==> src/rtl/sfc_pkg.sv <==
package sfc_pkg;

  // What one sampled clock edge does to the access state.
  typedef enum logic [2:0] {
    ACC_IDLE,
    ACC_START_P,
    ACC_START_C,
    ACC_CONT,
    ACC_DESEL
  } acc_kind_e;

endpackage

==> src/rtl/sfc_burst_counter.sv <==
module sfc_burst_counter #(
  parameter int OFF_W = 2
) (
  input  logic             clk,
  input  logic             rst_n,
  input  logic             load,
  input  logic             mode_in,
  input  logic [OFF_W-1:0] start_off,
  input  logic             step,
  output logic [OFF_W-1:0] cur_off,
  output logic [OFF_W-1:0] next_off
);

  localparam logic [OFF_W-1:0] ONE = {{(OFF_W-1){1'b0}}, 1'b1};

  logic [OFF_W-1:0] start_q;
  logic [OFF_W-1:0] cnt_q;
  logic [OFF_W-1:0] cnt_nx;
  logic             ilv_q;

  function automatic logic [OFF_W-1:0] beat_off(input logic ilv,
                                                input logic [OFF_W-1:0] s,
                                                input logic [OFF_W-1:0] c);
    return ilv ? (s ^ c) : (s + c);
  endfunction

  always_ff @(posedge clk or negedge rst_n) begin
    if (!rst_n) begin
      start_q <= '0;
      cnt_q   <= '0;
      ilv_q   <= 1'b0;
    end else if (load) begin
      start_q <= start_off;
      cnt_q   <= '0;
      ilv_q   <= mode_in;
    end else if (step) begin
      cnt_q   <= cnt_nx;
    end
  end

  assign cnt_nx   = cnt_q + ONE;
  assign cur_off  = beat_off(ilv_q, start_q, cnt_q);
  assign next_off = beat_off(ilv_q, start_q, cnt_nx);

endmodule

==> src/rtl/sfc_access_decode.sv <==
module sfc_access_decode
  import sfc_pkg::*;
(
  input  logic      cs1_n,
  input  logic      cs2_n,
  input  logic      cs3_n,
  input  logic      pstrb_n,
  input  logic      cstrb_n,
  input  logic      burst_active,
  output acc_kind_e kind
);

  logic sel_all;

  assign sel_all = ~cs1_n & ~cs2_n & ~cs3_n;

  always_comb begin
    if (!pstrb_n && !cs1_n) begin
      // Processor strobe counts only under select 1; it beats the controller strobe.
      kind = sel_all ? ACC_START_P : ACC_DESEL;
    end else if (!cstrb_n) begin
      kind = sel_all ? ACC_START_C : ACC_DESEL;
    end else if (burst_active) begin
      kind = ACC_CONT;
    end else begin
      kind = ACC_IDLE;
    end
  end

endmodule

==> src/rtl/sfc_lane_array.sv <==
module sfc_lane_array #(
  parameter int LANES  = 4,
  parameter int LANE_W = 8,
  parameter int AW     = 6,
  parameter int DEPTH  = 64
) (
  input  logic                    clk,
  input  logic [LANES-1:0]        wr_lanes,
  input  logic                    rd_en,
  input  logic [AW-1:0]           addr,
  input  logic [LANES*LANE_W-1:0] wdata,
  output logic [LANES*LANE_W-1:0] rdata
);

  for (genvar g = 0; g < LANES; g++) begin : g_lane
    logic [LANE_W-1:0] mem [DEPTH];
    logic [LANE_W-1:0] lane_q;

    always_ff @(posedge clk) begin
      if (wr_lanes[g]) begin
        mem[addr] <= wdata[g*LANE_W +: LANE_W];
      end
      if (rd_en) begin
        lane_q <= mem[addr];
      end
    end

    assign rdata[g*LANE_W +: LANE_W] = lane_q;
  end

endmodule

==> src/rtl/sram_burst_front.sv <==
module sram_burst_front
  import sfc_pkg::*;
#(
  parameter int ADDR_W    = 6,
  parameter int LANES     = 4,
  parameter int LANE_W    = 8,
  parameter int BURST_LEN = 4
) (
  input  logic                    clk,
  input  logic                    rst_n,
  input  logic                    cs1_n,
  input  logic                    cs2_n,
  input  logic                    cs3_n,
  input  logic                    pstrb_n,
  input  logic                    cstrb_n,
  input  logic                    adv_n,
  input  logic                    burst_ilv,
  input  logic                    gwr_n,
  input  logic                    bwen_n,
  input  logic [LANES-1:0]        bsel_n,
  input  logic [ADDR_W-1:0]       addr,
  input  logic [LANES*LANE_W-1:0] wdata,
  input  logic                    oe_n,
  output logic [LANES*LANE_W-1:0] rdata,
  output logic                    dq_oe
);

  localparam int OFF_W = $clog2(BURST_LEN);
  localparam int HI_W  = ADDR_W - OFF_W;
  localparam int DEPTH = 1 << ADDR_W;

  acc_kind_e          kind;
  logic               burst_active;
  logic               rd_valid;
  logic [HI_W-1:0]    base_hi_q;
  logic [LANES-1:0]   mask_raw;
  logic               wr_req;
  logic [LANES-1:0]   wr_lanes;
  logic               rd_en;
  logic               cnt_load;
  logic               cnt_step;
  logic [OFF_W-1:0]   cur_off;
  logic [OFF_W-1:0]   next_off;
  logic [ADDR_W-1:0]  acc_addr;

  sfc_access_decode u_decode (
    .cs1_n        (cs1_n),
    .cs2_n        (cs2_n),
    .cs3_n        (cs3_n),
    .pstrb_n      (pstrb_n),
    .cstrb_n      (cstrb_n),
    .burst_active (burst_active),
    .kind         (kind)
  );

  sfc_burst_counter #(.OFF_W(OFF_W)) u_counter (
    .clk       (clk),
    .rst_n     (rst_n),
    .load      (cnt_load),
    .mode_in   (burst_ilv),
    .start_off (addr[OFF_W-1:0]),
    .step      (cnt_step),
    .cur_off   (cur_off),
    .next_off  (next_off)
  );

  // Global write covers every lane; otherwise the byte enable gates the selects.
  assign mask_raw = {LANES{~gwr_n}} | ({LANES{~bwen_n}} & ~bsel_n);
  assign wr_req   = |mask_raw;

  always_comb begin
    wr_lanes = '0;
    rd_en    = 1'b0;
    cnt_load = 1'b0;
    cnt_step = 1'b0;
    acc_addr = addr;
    unique case (kind)
      ACC_START_P: begin
        cnt_load = 1'b1;
        rd_en    = 1'b1;
      end
      ACC_START_C: begin
        cnt_load = 1'b1;
        if (wr_req) wr_lanes = mask_raw;
        else        rd_en    = 1'b1;
      end
      ACC_CONT: begin
        cnt_step = ~adv_n;
        acc_addr = {base_hi_q, (adv_n ? cur_off : next_off)};
        if (wr_req) wr_lanes = mask_raw;
        else        rd_en    = 1'b1;
      end
      default: begin
      end
    endcase
  end

  always_ff @(posedge clk or negedge rst_n) begin
    if (!rst_n) begin
      burst_active <= 1'b0;
      rd_valid     <= 1'b0;
      base_hi_q    <= '0;
    end else begin
      rd_valid <= rd_en;
      if (kind == ACC_START_P || kind == ACC_START_C) begin
        burst_active <= 1'b1;
        base_hi_q    <= addr[ADDR_W-1:OFF_W];
      end else if (kind == ACC_DESEL) begin
        burst_active <= 1'b0;
      end
    end
  end

  sfc_lane_array #(
    .LANES  (LANES),
    .LANE_W (LANE_W),
    .AW     (ADDR_W),
    .DEPTH  (DEPTH)
  ) u_array (
    .clk      (clk),
    .wr_lanes (wr_lanes),
    .rd_en    (rd_en),
    .addr     (acc_addr),
    .wdata    (wdata),
    .rdata    (rdata)
  );

  // Output enable and write detection act without waiting for a clock edge.
  assign dq_oe = rd_valid & ~oe_n & ~wr_req;

endmodule

==> config.mk <==
export PLATFORM = sky130hd
export DESIGN_NAME = sram_burst_front
export DESIGN_NICKNAME = d
export VERILOG_FILES = /design/src/rtl/sfc_pkg.sv /design/src/rtl/sfc_burst_counter.sv /design/src/rtl/sfc_access_decode.sv /design/src/rtl/sfc_lane_array.sv /design/src/rtl/sram_burst_front.sv
export SDC_FILE = /design/constraint.sdc
export NUM_CORES = 2
export LEC_CHECK = 0
export ABC_AREA = 1
export BUFFER_PORTS_ARGS = -buffer_cell sky130_fd_sc_hd__buf_2
export CORE_ASPECT_RATIO = 0.6
export CORE_MARGIN = 3
export CORE_UTILIZATION = 50
export CTS_BUF_LIST = sky130_fd_sc_hd__clkbuf_2
export DETAILED_ROUTE_END_ITERATION = 10
export PLACE_DENSITY = 0.65
export REMOVE_ABC_BUFFERS = 1
export SLEW_MARGIN = 20
export SYNTH_ARGS = -nofsm -noshare
export SYNTH_HDL_FRONTEND = slang
export SYNTH_SLANG_ARGS = --single-unit
==> constraint.sdc <==
create_clock -name clk -period 4.4 [get_ports clk]
set_input_delay 0.22 -clock clk [delete_from_list [all_inputs] [get_ports clk]]
set_output_delay 0.22 -clock clk [all_outputs]
set_load 0.05 [all_outputs]
==> flow_summary.toml <==
[run_status]
status = "finished with violations"
failed_checks = "setup timing"

[global_route]
pin_count_of_the_biggest_net_entering_global_routing = 163
grt_pass1_wl_mm = 399
grt_pass1_vias = 60500
grt-ovfl-total = 0
grt.total_usage_pct = 29.6
antenna_found_initial = 6

[power_and_ir_drop]
vdd_ir_drop_max_v = 0.000238
share_comb_of_total_power_pct = 9.8
power_switching_share_pct = 27.8
p_int_w = 0.0273
p_seq_share_pct = 58.0
p_sw_w = 0.0105
p_leak_nw = 40.2
power_density_nw_per_um2 = 386
clockPowerShare_pct = 32.2

[drt]
avgViaCountPerCell = 5.52
routedWlPerCell_um = 23.3
dr_total_vias = 64400
firstDrtPassIters = 6
final_wl_mm = 272
final_antenna_net_count = 0
drt_iter0_markers = 8491
drc_errors = 0

[synth]
library_cell_with_the_highest_instance_count_after_synthesis = "nand2_1"
postSynthCellCount = 8443
synthesis.yosys.warnings = 0
number_of_enable_flip_flop_cells_after_synthesis = 2080
synth-seq-cells = 2091
synth-async-reset-ratio_pct = 0.526
syn_area_um2 = 87900
synth.cells.most_frequent = "nand2_1, edfxtp_1, nand3_1, nor2_1, clkbuf_1"
ys_types = 26
avgSynthCellArea_um2 = 10.4
synth_top_cell_by_area = "edfxtp_1"
synth_largest_type_area_fraction_pct = 71.0
synth.area.top_cells = "edfxtp_1, nand2_1, nand3_1, nor2_1, clkbuf_1"
synth-seq-area-share_pct = 71.3
ys.flop_type = "edfxtp_1"

[cts]
clock_insertion_delay_worst_skew_ns = 1.66
h-tree-depth = 5
clock_path_buffers = 4
cts_inserted_buffers = 463
cts_tree = "built"
cts_num_sinks = 2091
post_cts_buffers = 0
clk_transition_reported_paths_ns = 0.11
ctsRootBufferMaster = "clkbuf_2"

[worst_setup_path]
endpoint_kind = "register"
timing.critical_path.from_type = "register"
timing.rr.start = "burst_active$_DFFE_PN0P_"
r2r.worst_path.cells = 12
ff2ff_setup_slack_ns = -0.06
path_class = "register to register"
critical_path_s_slowest_cell = "nor2_1"
worst-endpoint-required_ns = 5.62
crit-reg2reg-capture = "u_array.g_lane[3].mem[0][2]$_DFFE_PP_"
crit_path_max_incr_delay_ns = 0.82
path_delay_family = "simple AND/OR/NAND/NOR gates"
critical_path_arrival_ns = 5.69
critical_path.max_fanout = 34
cp-startpoint = "burst_active$_DFFE_PN0P_"
crit_path_most_repeated_cell = "nand2_1"
crit_path_cell_trace = "nand2_1, nor2_2, nand2_1, dlygate4sd3_1, nand2_1, nand2_8, nand2_4, nor2_4, inv_2, nor2_2, nand2_1, nor2_1"
critical_path_buf_inv_count = 2

[sta]
drv_slew = 0
final_hold_viol_count = 0
final.setup.tns_ns = -0.569
timing.fmax_mhz = 224
layout_min_cycle_time_ns = 4.46
worstMarginPinSlew_ns = 1.26
rsz_0062_raised_after_global_routing = "true"
worst_slew_margin_rel_pct = 15.8
portion_of_the_clock_cycle_consumed_by_the_worst_path_in_the_final_layout_pct = 101
setup_ws_ns = -0.0616
setup_viol = 14
finalClockSkew_ns = 0.144

[layout]
stdcell_count = 11700
areaGrowthSynthToFinish_pct = 11.4
final_util_pct = 56.4
share_of_layout_cells_above_drive_strength_1_pct = 13.1
fin_nets = 9023

[job]
drv.max_cap_violation_count = 0

[floorplanning]
floorplan.core_area_um2 = 174000
design.portCount = 87
die_width_um = 547
fp.dieH_um = 331
initial_utilization_pct = 50.7
placementRows = 118
fp.dieArea_um2 = 181000

[hold_path]
holdCritPathClass = "input pin to async pin"

[placement]
io_buffers = 86
hpwlAfterDp_mm = 158
placed_cells_incl_taps = 10700
gp_congestion = 0.878
[cell families after synthesis]
family | synth area share (%)
AO/OA/AOI/OAI | 0.468
flip-flops | 71.3
buffers and inverters | 2.51
AND/OR/NAND/NOR | 25.7
adder cells (fa/ha/maj) | 0.0284
[final cells by class]
cell class	count	area [µm²]
multi-input combinational	5833	23200
antenna	8	20.0
clock inverter	100	518
clock buffer	714	3570
sequential	2091	62700
timing repair buffer	546	4850
inverter	32	128
fill	15100	75700
tap	2340	2930
[worst register-to-register path, cell delays in order, from the launching register on]
cell           delay, ns
dfrtp_1             0.37
nand2_1             0.12
nor2_2              0.08
nand2_1             0.07
dlygate4sd3_1       0.60
nand2_1             0.15
nand2_8             0.16
nand2_4             0.34
nor2_4              0.30
inv_2               0.07
nor2_2              0.27
nand2_1             0.67
nor2_1              0.83
[registers in the layout, summed over array words and instances, names as in the netlist]
| register | flops |
|---|---|
| base_hi_q | 4 |
| burst_active | 1 |
| rd_valid | 1 |
| u_array.g_lane.lane_q | 32 |
| u_array.g_lane.mem | 2048 |
| u_counter.cnt_q | 2 |
| u_counter.ilv_q | 1 |
| u_counter.start_q | 2 |
[worst max-delay path by stage]
| stage | to | depth (start not counted) |
|---|---|---|
| after floorplan | u_array.g_lane[1].mem[13][0]$_DFFE_PP_ | 7 |
| after global placement | u_array.g_lane[3].mem[4][4]$_DFFE_PP_ | 14 |
| after detailed placement | u_array.g_lane[1].mem[56][4]$_DFFE_PP_ | 14 |
| after CTS | u_array.g_lane[2].mem[56][2]$_DFFE_PP_ | 12 |
| after global routing | u_array.g_lane[3].mem[0][2]$_DFFE_PP_ | 12 |
| final | u_array.g_lane[3].mem[0][2]$_DFFE_PP_ | 12 |
[power by group through the flow]
stage,Clock (W),Sequential [W],Combinational (W)
after global routing,0.0133,0.0220,0.00401
final,0.0122,0.0220,0.00371
after detailed placement,0,0.0224,0.00347
after global placement,0,0.0224,0.00345
after CTS,0.0123,0.0219,0.00362
after floorplan,0,0.0224,0.00475
[stage by stage]
stage               hold WS [ns]  instance area (µm²)  total power, W  setup slack (ns)
global route               0.102                98000          0.0393            -0.124
finish                     0.234                98000          0.0378           -0.0616
detailed placement         0.137                92200          0.0259             0.329
CTS                       0.0344                97900          0.0379            0.0647
floorplan                -0.0756                85900          0.0272            -51.99
global placement           0.134                92200          0.0259             0.253
[what timing repair did]
action,4_1_cts,5_1_grt
setup endpoints to repair,0,177
resized for setup,0,29
hold buffers,150,1
endpoints found under the hold margin,3951,20
[placed cells by master, fill, tap and decap left out, drive strengths merged]
| cell type | n |
|---|---|
| a31oi | 1 |
| o21ai | 44 |
| edfxtp | 2080 |
| clkinv | 85 |
| dlygate4sd3 | 138 |
| nor3 | 9 |
| a21oi | 28 |
| nor2 | 333 |
| inv | 38 |
| clkinvlp | 6 |
| bufinv | 3 |
| diode | 8 |
| nor3b | 1 |
| nand2 | 4711 |
| o21a | 3 |
| nand3 | 700 |
| buf | 408 |
| dfrtp | 11 |
| clkbuf | 714 |
| ha | 2 |
| or4 | 1 |
[layer usage]
layer / global-route usage, % / vias up / wire [µm]
met4: 8.89 / 2 / 7210
met5: 0.680 / - / 74
met1: 44.1 / 30600 / 114000
met3: 9.42 / 460 / 37500
li1: - / 29300 / -
met2: 41.3 / 4016 / 112000
(Power assumes the default switching activity.)
